`src/rtl/phase_readout_pkg.sv`:
```
package phase_readout_pkg;

  // Kind of bus access seen in the current cycle.
  typedef enum logic [1:0] {
    ACC_NONE  = 2'd0,
    ACC_LOW   = 2'd1,
    ACC_HIGH  = 2'd2,
    ACC_OTHER = 2'd3
  } acc_e;

endpackage

```
`src/rtl/pr_rst_sync.sv`:
```
module pr_rst_sync #(
  parameter int unsigned STAGES = 2
) (
  input  logic clk,
  input  logic rst_n,
  output logic rst_sync_n
);

  logic [STAGES-1:0] sync_q;
  logic [STAGES-1:0] sync_nxt;

  always_comb begin
    sync_nxt = {sync_q[STAGES-2:0], 1'b1};
  end

  always_ff @(posedge clk or negedge rst_n) begin
    if (!rst_n) begin
      sync_q <= '0;
    end else begin
      sync_q <= sync_nxt;
    end
  end

  assign rst_sync_n = sync_q[STAGES-1];

endmodule

```
`src/rtl/pr_loop_mux.sv`:
```
module pr_loop_mux #(
  parameter int unsigned PHASE_W = 16
) (
  input  logic [PHASE_W-1:0] primary_i,
  input  logic [PHASE_W-1:0] secondary_i,
  input  logic               sel_secondary_i,
  output logic [PHASE_W-1:0] phase_o
);

  always_comb begin
    if (sel_secondary_i) begin
      phase_o = secondary_i;
    end else begin
      phase_o = primary_i;
    end
  end

endmodule

```
`src/rtl/pr_snapshot.sv`:
```
module pr_snapshot #(
  parameter int unsigned PHASE_W = 16
) (
  input  logic               clk,
  input  logic               rst_n,
  input  logic               cap_en_i,
  input  logic [PHASE_W-1:0] phase_i,
  output logic [PHASE_W-1:0] hold_o
);

  logic [PHASE_W-1:0] hold_q;
  logic [PHASE_W-1:0] hold_nxt;

  always_comb begin
    hold_nxt = phase_i;
  end

  always_ff @(posedge clk or negedge rst_n) begin
    if (!rst_n) begin
      hold_q <= '0;
    end else if (cap_en_i) begin
      hold_q <= hold_nxt;
    end
  end

  assign hold_o = hold_q;

endmodule

```
`src/rtl/pr_rd_port.sv`:
```
module pr_rd_port
  import phase_readout_pkg::*;
#(
  parameter int unsigned ADDR_W  = 8,
  parameter int unsigned DATA_W  = 8,
  parameter logic [ADDR_W-1:0] LO_ADDR = 8'h77,
  parameter logic [ADDR_W-1:0] HI_ADDR = 8'h78
) (
  input  logic              clk,
  input  logic              rst_n,
  input  logic              rd_i,
  input  logic [ADDR_W-1:0] addr_i,
  input  logic [DATA_W-1:0] live_lo_i,
  input  logic [DATA_W-1:0] held_hi_i,
  output acc_e              acc_o,
  output logic [DATA_W-1:0] rdata_o
);

  acc_e              acc;
  logic              rd_ld;
  logic [DATA_W-1:0] rdata_nxt;
  logic [DATA_W-1:0] rdata_q;

  // Address decode of the current access.
  always_comb begin
    acc = ACC_NONE;
    if (rd_i) begin
      if (addr_i == LO_ADDR) begin
        acc = ACC_LOW;
      end else if (addr_i == HI_ADDR) begin
        acc = ACC_HIGH;
      end else begin
        acc = ACC_OTHER;
      end
    end
  end

  // Next read data and its load enable.
  always_comb begin
    rd_ld = (acc != ACC_NONE);
    case (acc)
      ACC_LOW:  rdata_nxt = live_lo_i;
      ACC_HIGH: rdata_nxt = held_hi_i;
      default:  rdata_nxt = '0;
    endcase
  end

  always_ff @(posedge clk or negedge rst_n) begin
    if (!rst_n) begin
      rdata_q <= '0;
    end else if (rd_ld) begin
      rdata_q <= rdata_nxt;
    end
  end

  assign acc_o   = acc;
  assign rdata_o = rdata_q;

endmodule

```
`src/rtl/phase_readout.sv`:
```
module phase_readout
  import phase_readout_pkg::*;
#(
  parameter int unsigned DATA_W      = 8,
  parameter int unsigned ADDR_W      = 8,
  parameter int unsigned SYNC_STAGES = 2,
  parameter logic [ADDR_W-1:0] LO_ADDR = 8'h77,
  parameter logic [ADDR_W-1:0] HI_ADDR = 8'h78,
  localparam int unsigned PHASE_W = 2 * DATA_W
) (
  input  logic               clk,
  input  logic               rst_n,
  input  logic [PHASE_W-1:0] primary_phase_i,
  input  logic [PHASE_W-1:0] secondary_phase_i,
  input  logic               sel_secondary_i,
  input  logic [ADDR_W-1:0]  bus_addr_i,
  input  logic               bus_rd_i,
  output logic [DATA_W-1:0]  bus_rdata_o
);

  logic               rst_int_n;
  logic [PHASE_W-1:0] phase_sel;
  logic [PHASE_W-1:0] hold;
  acc_e               acc;
  logic               cap_en;

  pr_rst_sync #(.STAGES(SYNC_STAGES)) u_rst_sync (
    .clk        (clk),
    .rst_n      (rst_n),
    .rst_sync_n (rst_int_n)
  );

  pr_loop_mux #(.PHASE_W(PHASE_W)) u_loop_mux (
    .primary_i       (primary_phase_i),
    .secondary_i     (secondary_phase_i),
    .sel_secondary_i (sel_secondary_i),
    .phase_o         (phase_sel)
  );

  assign cap_en = (acc == ACC_LOW);

  pr_snapshot #(.PHASE_W(PHASE_W)) u_snapshot (
    .clk      (clk),
    .rst_n    (rst_int_n),
    .cap_en_i (cap_en),
    .phase_i  (phase_sel),
    .hold_o   (hold)
  );

  pr_rd_port #(
    .ADDR_W  (ADDR_W),
    .DATA_W  (DATA_W),
    .LO_ADDR (LO_ADDR),
    .HI_ADDR (HI_ADDR)
  ) u_rd_port (
    .clk       (clk),
    .rst_n     (rst_int_n),
    .rd_i      (bus_rd_i),
    .addr_i    (bus_addr_i),
    .live_lo_i (phase_sel[DATA_W-1:0]),
    .held_hi_i (hold[PHASE_W-1:DATA_W]),
    .acc_o     (acc),
    .rdata_o   (bus_rdata_o)
  );

  // a low-byte read returns the live selected low byte one edge later.
  p_low_read_r2: assert property (@(posedge clk) disable iff (!rst_int_n)
    (bus_rd_i && bus_addr_i == LO_ADDR)
      |=> bus_rdata_o == $past(sel_secondary_i ? secondary_phase_i[DATA_W-1:0]
                                               : primary_phase_i[DATA_W-1:0]));

  // the low-byte read stores the full word of the selected loop.
  p_capture_r3: assert property (@(posedge clk) disable iff (!rst_int_n)
    (bus_rd_i && bus_addr_i == LO_ADDR)
      |=> hold == $past(sel_secondary_i ? secondary_phase_i : primary_phase_i));

  // a high-byte read returns the upper half of the stored word.
  p_high_read_r3: assert property (@(posedge clk) disable iff (!rst_int_n)
    (bus_rd_i && bus_addr_i == HI_ADDR)
      |=> bus_rdata_o == $past(hold[PHASE_W-1:DATA_W]));

  // only a low-byte read strobe may change the stored word.
  p_hold_keep_r6: assert property (@(posedge clk) disable iff (!rst_int_n)
    !(bus_rd_i && bus_addr_i == LO_ADDR) |=> $stable(hold));

  // reads of unmapped addresses return zero.
  p_other_zero_r7: assert property (@(posedge clk) disable iff (!rst_int_n)
    (bus_rd_i && bus_addr_i != LO_ADDR && bus_addr_i != HI_ADDR)
      |=> bus_rdata_o == '0);

  // without a strobe the read data keeps its value.
  p_idle_keep_r8: assert property (@(posedge clk) disable iff (!rst_int_n)
    !bus_rd_i |=> $stable(bus_rdata_o));

endmodule

```
`config.mk`:
```
export PLATFORM = sky130hd
export DESIGN_NAME = phase_readout
export DESIGN_NICKNAME = d
export VERILOG_FILES = /design/src/rtl/phase_readout_pkg.sv /design/src/rtl/pr_rst_sync.sv /design/src/rtl/pr_loop_mux.sv /design/src/rtl/pr_snapshot.sv /design/src/rtl/pr_rd_port.sv /design/src/rtl/phase_readout.sv
export SDC_FILE = /design/constraint.sdc
export NUM_CORES = 1
export LEC_CHECK = 0
export ABC_AREA = 1
export BUFFER_PORTS_ARGS = -buffer_cell sky130_fd_sc_hd__buf_2
export CORE_ASPECT_RATIO = 1.25
export CORE_MARGIN = 2
export CORE_UTILIZATION = 35
export CTS_BUF_LIST = sky130_fd_sc_hd__clkbuf_16
export DETAILED_ROUTE_END_ITERATION = 7
export PLACE_DENSITY_LB_ADDON = 0.25
export RECOVER_POWER = 50
export REMOVE_ABC_BUFFERS = 1
export SYNTH_ARGS = -nofsm -noshare
export SYNTH_HDL_FRONTEND = slang
export SYNTH_HIERARCHICAL = 1
export SYNTH_SLANG_ARGS = --single-unit
```
`constraint.sdc`:
```
create_clock -name clk -period 0.9 [get_ports clk]
set_input_delay 0 -clock clk [delete_from_list [all_inputs] [get_ports clk]]
set_output_delay 0 -clock clk [all_outputs]
set_load 0.005 [all_outputs]
```
==> results of run 1 <==
-- layer usage --
metal	vias to the layer above	part of all wire [%]	global-route usage, %
met5	-	0	0
met4	0	1.1	5.56
met3	4	5.3	2.80
met2	34	49	25.4
met1	480	45	19.3
li1	622	-	-
-- what timing repair did --
item                                   4_1_cts  5_1_grt
endpoints found under the hold margin        2        0
cloned                                       0        0
setup endpoints to repair                    8       16
resized for setup                            3       28
pin swaps                                    0       18
hold buffers                                 1        0
-- per-stage QoR --
| step | util, % | instances | power [W] | hold slack, ns | setup TNS [ns] |
|---|---|---|---|---|---|
| after detailed placement | 44.5 | 262 | 0.00139 | -0.214 | -3.89 |
| final | 50.8 | 267 | 0.00231 | 0.0458 | 0 |
| after floorplan | - | 169 | 0.00118 | -0.296 | -1.82 |
| after global placement | 44.5 | 262 | 0.00138 | -0.213 | -3.47 |
| after CTS | 47.4 | 267 | 0.00229 | 0.0438 | 0 |
| after global routing | 50.8 | 267 | 0.00246 | 0.0711 | -0.266 |
-- final cells by class --
cell class                 instances  area, um^2
clock buffer                       3        75.1
multi-input combinational        141         709
inverter                          10        50.0
timing repair buffer              57         318
fill                             370        1600
sequential                        18         450
clock inverter                     1        3.75
tap                               37        46.3
-- power groups by stage --
stage          combinational (W)  clock (W)  sequential [W]
2_1_floorplan           0.000227          0        0.000951
3_3_place_gp            0.000435          0        0.000943
3_5_place_dp            0.000441          0        0.000945
4_1_cts                 0.000452   0.000904        0.000932
5_1_grt                 0.000578   0.000942        0.000943
6_report                0.000504   0.000877        0.000931
-- worst max-delay path, stage by stage --
cell	delay, ns
buf_6	0.09
inv_2	0.04
nand2_2	0.06
nor2_4	0.19
nand2_2	0.10
nand2_4	0.10
ha_4	0.21
inv_4	0.07
nor2_8	0.05
nand2_1	0.06
nand2_1	0.05
-- layout by cell type, fill, tap and decap left out --
cell type and n:
nand2_1 113, buf_2 49, dfrtp_1 18, nand2_2 15, inv_1 5, nor2_4 4, clkbuf_16 3, ha_4 3
buf_4 3, inv_6 2, inv_2 2, nand2_4 2, clkinv_1 1, dlygate4sd3_1 1, clkbuf_1 1, buf_6 1
clkbuf_2 1, a21oi_2 1, a21oi_4 1, inv_4 1, nor2_8 1, conb_1 1, buf_12 1
-- flip-flops by register name, summed over array words and instances (netlist names) --
signal	flops
u_rd_port/rdata_o	8
u_rst_sync/sync_q	2
u_snapshot/hold_o	8
-- worst max path at each step --
stage,to
4_1_cts,u_rd_port/rdata_o[2]
3_5_place_dp,u_rd_port/rdata_o[2]
3_3_place_gp,u_rd_port/rdata_o[5]
5_1_grt,u_snapshot/hold_o[13]
6_report,u_rd_port/rdata_o[2]
2_1_floorplan,u_rd_port/rdata_o[4]
==> metrics.md, run 1 <==
| Metric | Value |
|---|---|
| # diodes | 0 |
| Via count | roughly 1.1k |
| TritonCTS clock tree | built |
| Mapped Avg Cell Area | 6.75 um^2 |
| Max Freq | roughly 1.1 GHz |
| Switching part of the total power | 26.0% |
| # nets final | around 280 |
| First-pass GRT wire length | approximately 4800 um |
| Status | completed |
| Crit. Startpoint | bus_addr_i[7] |
| IO Count | 52 |
| Die span in x | around 56 um |
| Sw Pwr | roughly 0.00060 W |
| Share of layout cells above drive strength 1 | roughly two fifths |
| Hold Fails Final Rpt | 0 |
| Period minus WS final | 0.887 ns |
| Post-CTS Setup Inserts | 0 |
| Crit. End Element | register |
| Die Y | approximately 69 um |
| 1st-iter DRT viols | 16 |
| Htree depth | 1 |
| Final wirelength | 2690 um |
| Hold wc startpoint | secondary_phase_i[12] |
| Vias per cell | approximately 4.3 |
| Hpwl dp | approximately 2000 um |
| WP data required | about 1.0 ns |
| Die Footprint | about 3900 um^2 |
| CTS sink count | 18 |
| RD Place Congestion | between 0.7 and 0.8 |
| CTS buffer count | 3 |
| Hold Path Cell Cnt | 5 |
| PwrDens | 1400 nW/um^2 |
| Number of cells on the worst reg-to-reg path | 4 |
| Min-Delay Path Class | input pin to register |
| Clock slew at reported path FFs | around 0.050 ns |
| Remaining DRCs | 0 |
| Core ar. | 3250 um^2 |
| Clk_lat worst skew | between 0.2 and 0.3 ns |
| Warnings, synthesis | 6 |
| Tcrit/Tclk final | between 90% and 100% |
| GRT Util Overall | between 15 and 20% |
| Area growth from synthesis to layout | 37.6% |
| Pre-CTS setup slack | -0.316 ns |
| Clock Power Share | between 30% and 40% |
| Setup-failing EPs final | 0 |
| Final WS setup | 0.0133 ns |
| Final ANT Viol Nets | 0 |
| Post-DP Area | 1450 um^2 |
| Lkg Pwr | just under 1 nW |
| Number of global-route vias before repair | 1137 |
| Critical path type | input pin to register |
| Reg-to-Reg End | u_rd_port/rdata_o[6] |
| Drt pass-1 iters | 4 |
| Mapped Area | approximately 1200 um^2 |
| Largest net degree at the start of global routing | 18 |
| Crit path DAT | approximately 1.0 ns |
| FF-to-FF setup slack | roughly 0.18 ns |
| Worst r2r src | u_snapshot/hold_o[14] |
| Mapped Cells | between 150 and 200 |
| Sequential fraction of design power | roughly 40% |
| Worst clock skew | 0.00242 ns |
| PortBufs | roughly 50 |
| Worst setup SP type | input pin |
| Critical path fanouts, max | 8 |
| Std-Cell Rows | 23 |
| Slew Viols, Final | 0 |
| Max clock buf depth | 2 |
| Remaining global-route overflow | 0 |
| Avg WL per Cell | about 10 um |
| VDD IR max | 0.000756 V |
| Initial Util | a little under two fifths |
| WHS Endpoint | u_snapshot/hold_o[12] |
| Final non-filler cell area | ~1700 um^2 |
| RSZ-0062 raised after global routing | yes |
| CTS Root Cell | clkbuf_16 |
| Initial antenna violation count | 0 |
| P_int | 0.00171 W |
| Comb pwr share | 21.8% |
| Max Cap Viol | 0 |
Power figures use the tool's default switching activity.
==> run 2: changes to the inputs <==
SETUP_SLACK_MARGIN = 0.05   (was not set)
SYNTH_HIERARCHICAL = not set   (was 1)
==> metrics.md, run 2 <==
| Metric | Value |
|---|---|
| Clock slew at reported path FFs | approximately 0.050 ns |
| WP data required | approximately 0.90 ns |
| Lkg Pwr | around 0.82 nW |
| Htree depth | 1 |
| # diodes | 0 |
| Vias per cell | about 4.7 |
| Crit. End Element | output port |
| Crit path max-delay family | flip-flops |
| Fin cells | roughly 220 |
| Mapped Cells | roughly 130 |
| Reg-to-Reg End | u_rd_port.rdata_o[6] |
| Final non-filler cell area | ~1500 um^2 |
| Commonest register cell after synthesis | dfrtp_1 |
| GRT Util Overall | 16.9% |
| Worst r2r src | u_snapshot.hold_o[14] |
| Final hold slack | about 0.053 ns |
| Period minus WS final | roughly 0.77 ns |
| Critical Path Stages | 1 |
| Setup-failing EPs final | 0 |
| Max Freq | about 1.3 GHz |
| Status | completed |
| VDD IR max | just under 0.001 V |
| Crit path buf inv count | 1 |
| Worst setup SP type | register |
| Warnings, synthesis | 0 |
| Commonest non-fill, non-tap cells in the layout | buf_2, nand2_1, dfrtp_1 |
| Mapped Area | 1090 um^2 |
| Total area of sequential cells | about 450 um^2 |
| P_int | between 0.0015 and 0.002 W |
| RSZ-0062 raised after global routing | no |
| Final wirelength | roughly 2600 um |
| Pwr Total | between 0.002 and 0.0025 W |
| Post-synth top cells | nand2_1, dfrtp_1, nand3_1, nand4_1, o21ai_2 |
| Area growth from synthesis to layout | 36.0% |
| Sw Pwr | approximately 0.00046 W |
| Cell accounting for the most synthesized area | dfrtp_1 |
| Crit-path cells | buf_2 |
| Min-Delay Path Class | input pin to register |
| Post-CTS Setup Inserts | 0 |
| Hold_buf cts | 1 |
| RD Place Congestion | 0.772 |
| Area occupied by multi-input gates | ~570 um^2 |
| CTS resizes | 0 |
| EDFF count, synth | 0 |
| Std-Cell Rows | 22 |
| Worst path slowest cell | dfrtp_1 |
| PwrDens | between 1000 and 1500 nW/um^2 |
| Worst clock skew | 0.00125 ns |
| Initial antenna violation count | 0 |
| Remaining global-route overflow | 0 |
| Most common cell in the netlist | nand2_1 |
| Final ANT Viol Nets | 0 |
| Slew Viols, Final | 0 |
| Switching part of the total power | a little under a quarter |
| Placed insts | ~220 |
| Core ar. | ~2900 um^2 |
| Ys async rst share | 100% |
| IO Count | 52 |
| First-pass GRT wire length | between 4000 and 5000 um |
| Tcrit/Tclk final | approximately 86% |
| 1st-iter DRT viols | 23 |
| Critical path type | register to output port |
| CP peak stage delay | roughly 0.4 ns |
| CTS buffer count | 3 |
| Critical path fanouts, max | 2 |
| Hold Path Cell Cnt | 3 |
| Top cells by area, synth | dfrtp_1, nand2_1, nand3_1 |
| # nets final | 230 |
| CTS sink count | 18 |
| Largest net degree at the start of global routing | 17 |
| Initial Util | approximately 37% |
| Hpwl dp | between 2000 and 2500 um |
| Die Y | between 60 and 70 um |
| Clk_lat worst skew | 0.24 ns |
| Hold wc startpoint | secondary_phase_i[12] |
| Comb pwr share | between 10% and 20% |
| FF-to-FF setup slack | about 0.24 ns |
| Remaining DRCs | 0 |
| Sequential fraction of design power | between 40% and 50% |
| Max clock buf depth | 2 |
| Share of layout cells above drive strength 1 | a little under half |
| CTS Root Cell | clkbuf_16 |
| Number of fillers in the final layout | roughly 300 |
| TritonCTS clock tree | built |
| Die span in x | about 54 um |
| PortBufs | a little over 50 |
| Die Footprint | between 3000 and 4000 um^2 |
| Via count | between 1k and 1.5k |
| Synth cell types | 20 |
| Top cell type's share of synthesized area | slightly above 40% |
| Sequential area share after synthesis | between 40 and 50% |
| Mapped Avg Cell Area | 8.56 um^2 |
| Most common cell after layout, fill and taps aside | buf_2 |
| Clock Power Share | a little over two fifths |
| Crit. Startpoint | u_rd_port.rdata_o[0] |
| Number of synthesized register bits | 18 |
| Avg WL per Cell | approximately 12 um |
| Number of cells on the worst reg-to-reg path | 2 |
| Max Cap Viol | 0 |
| Hold Fails Final Rpt | 0 |
| WHS Endpoint | u_snapshot.hold_o[12] |
| Crit path DAT | between 0.7 and 0.8 ns |
| Number of global-route vias before repair | 1062 |
| Drt pass-1 iters | 4 |
| Post-DP Area | ~1400 um^2 |
## run 2: cell type report
cell class,instances,share of cell area [%]
repair buffers,59,21.2
clock buffers,3,5.08
multi-input cells,99,38.7
flip-flops and latches,18,30.5
well taps,36,3.05
clock inverters,1,0.254
inverters,5,1.27
## run 2: per-stage QoR
stage | util (%) | TNS (ns) | setup WS, ns
floorplan | - | 0 | 0.0880
global placement | 47.3 | 0 | 0.0398
detailed placement | 47.3 | -0.00487 | -0.00487
CTS | 50.3 | 0 | 0.130
global route | 50.2 | 0 | 0.105
finish | 50.2 | 0 | 0.129
## run 2: metal layers
metal  global-route usage (%)  share of wire [%]
met1                     20.5                 40
met2                     28.8                 53
met3                     2.26                5.7
met4                     7.69                1.5
met5                        0                  0
## run 2: power by group through the flow
| stage | Sequential (W) | Clock [W] | Combinational, W |
|---|---|---|---|
| after CTS | 0.000849 | 0.000893 | 0.000315 |
| after floorplan | 0.000869 | 0 | 0.000138 |
| after global routing | 0.000851 | 0.000957 | 0.000348 |
| after global placement | 0.000862 | 0 | 0.000300 |
| final | 0.000849 | 0.000877 | 0.000306 |
| after detailed placement | 0.000862 | 0 | 0.000310 |
## run 2: worst min-delay path, stage by stage
cell and delay [ns]:
buf_2 0.08, o21ai_1 0.07, o21ai_2 0.12
## run 2: cell families (layout without fill, tap and decap cells)
family / Yosys count / in the layout / share of synthesized area (%)
buffers and inverters: 10 / 68 / 5.98
AOI/OAI and AO/OA: 16 / 16 / 10.1
other: 1 / 1 / 0.345
DFF: 18 / 18 / 41.4
and+or+nand+nor: 82 / 82 / 42.1
## run 2: worst max path at each step
stage / slack (ns) / to
after floorplan: 0.09 / u_snapshot.hold_o[10]
after global placement: 0.04 / u_snapshot.hold_o[14]
after detailed placement: -0.005 / u_snapshot.hold_o[15]
after CTS: 0.13 / bus_rdata_o[0]
after global routing: 0.10 / bus_rdata_o[0]
final: 0.13 / bus_rdata_o[0]
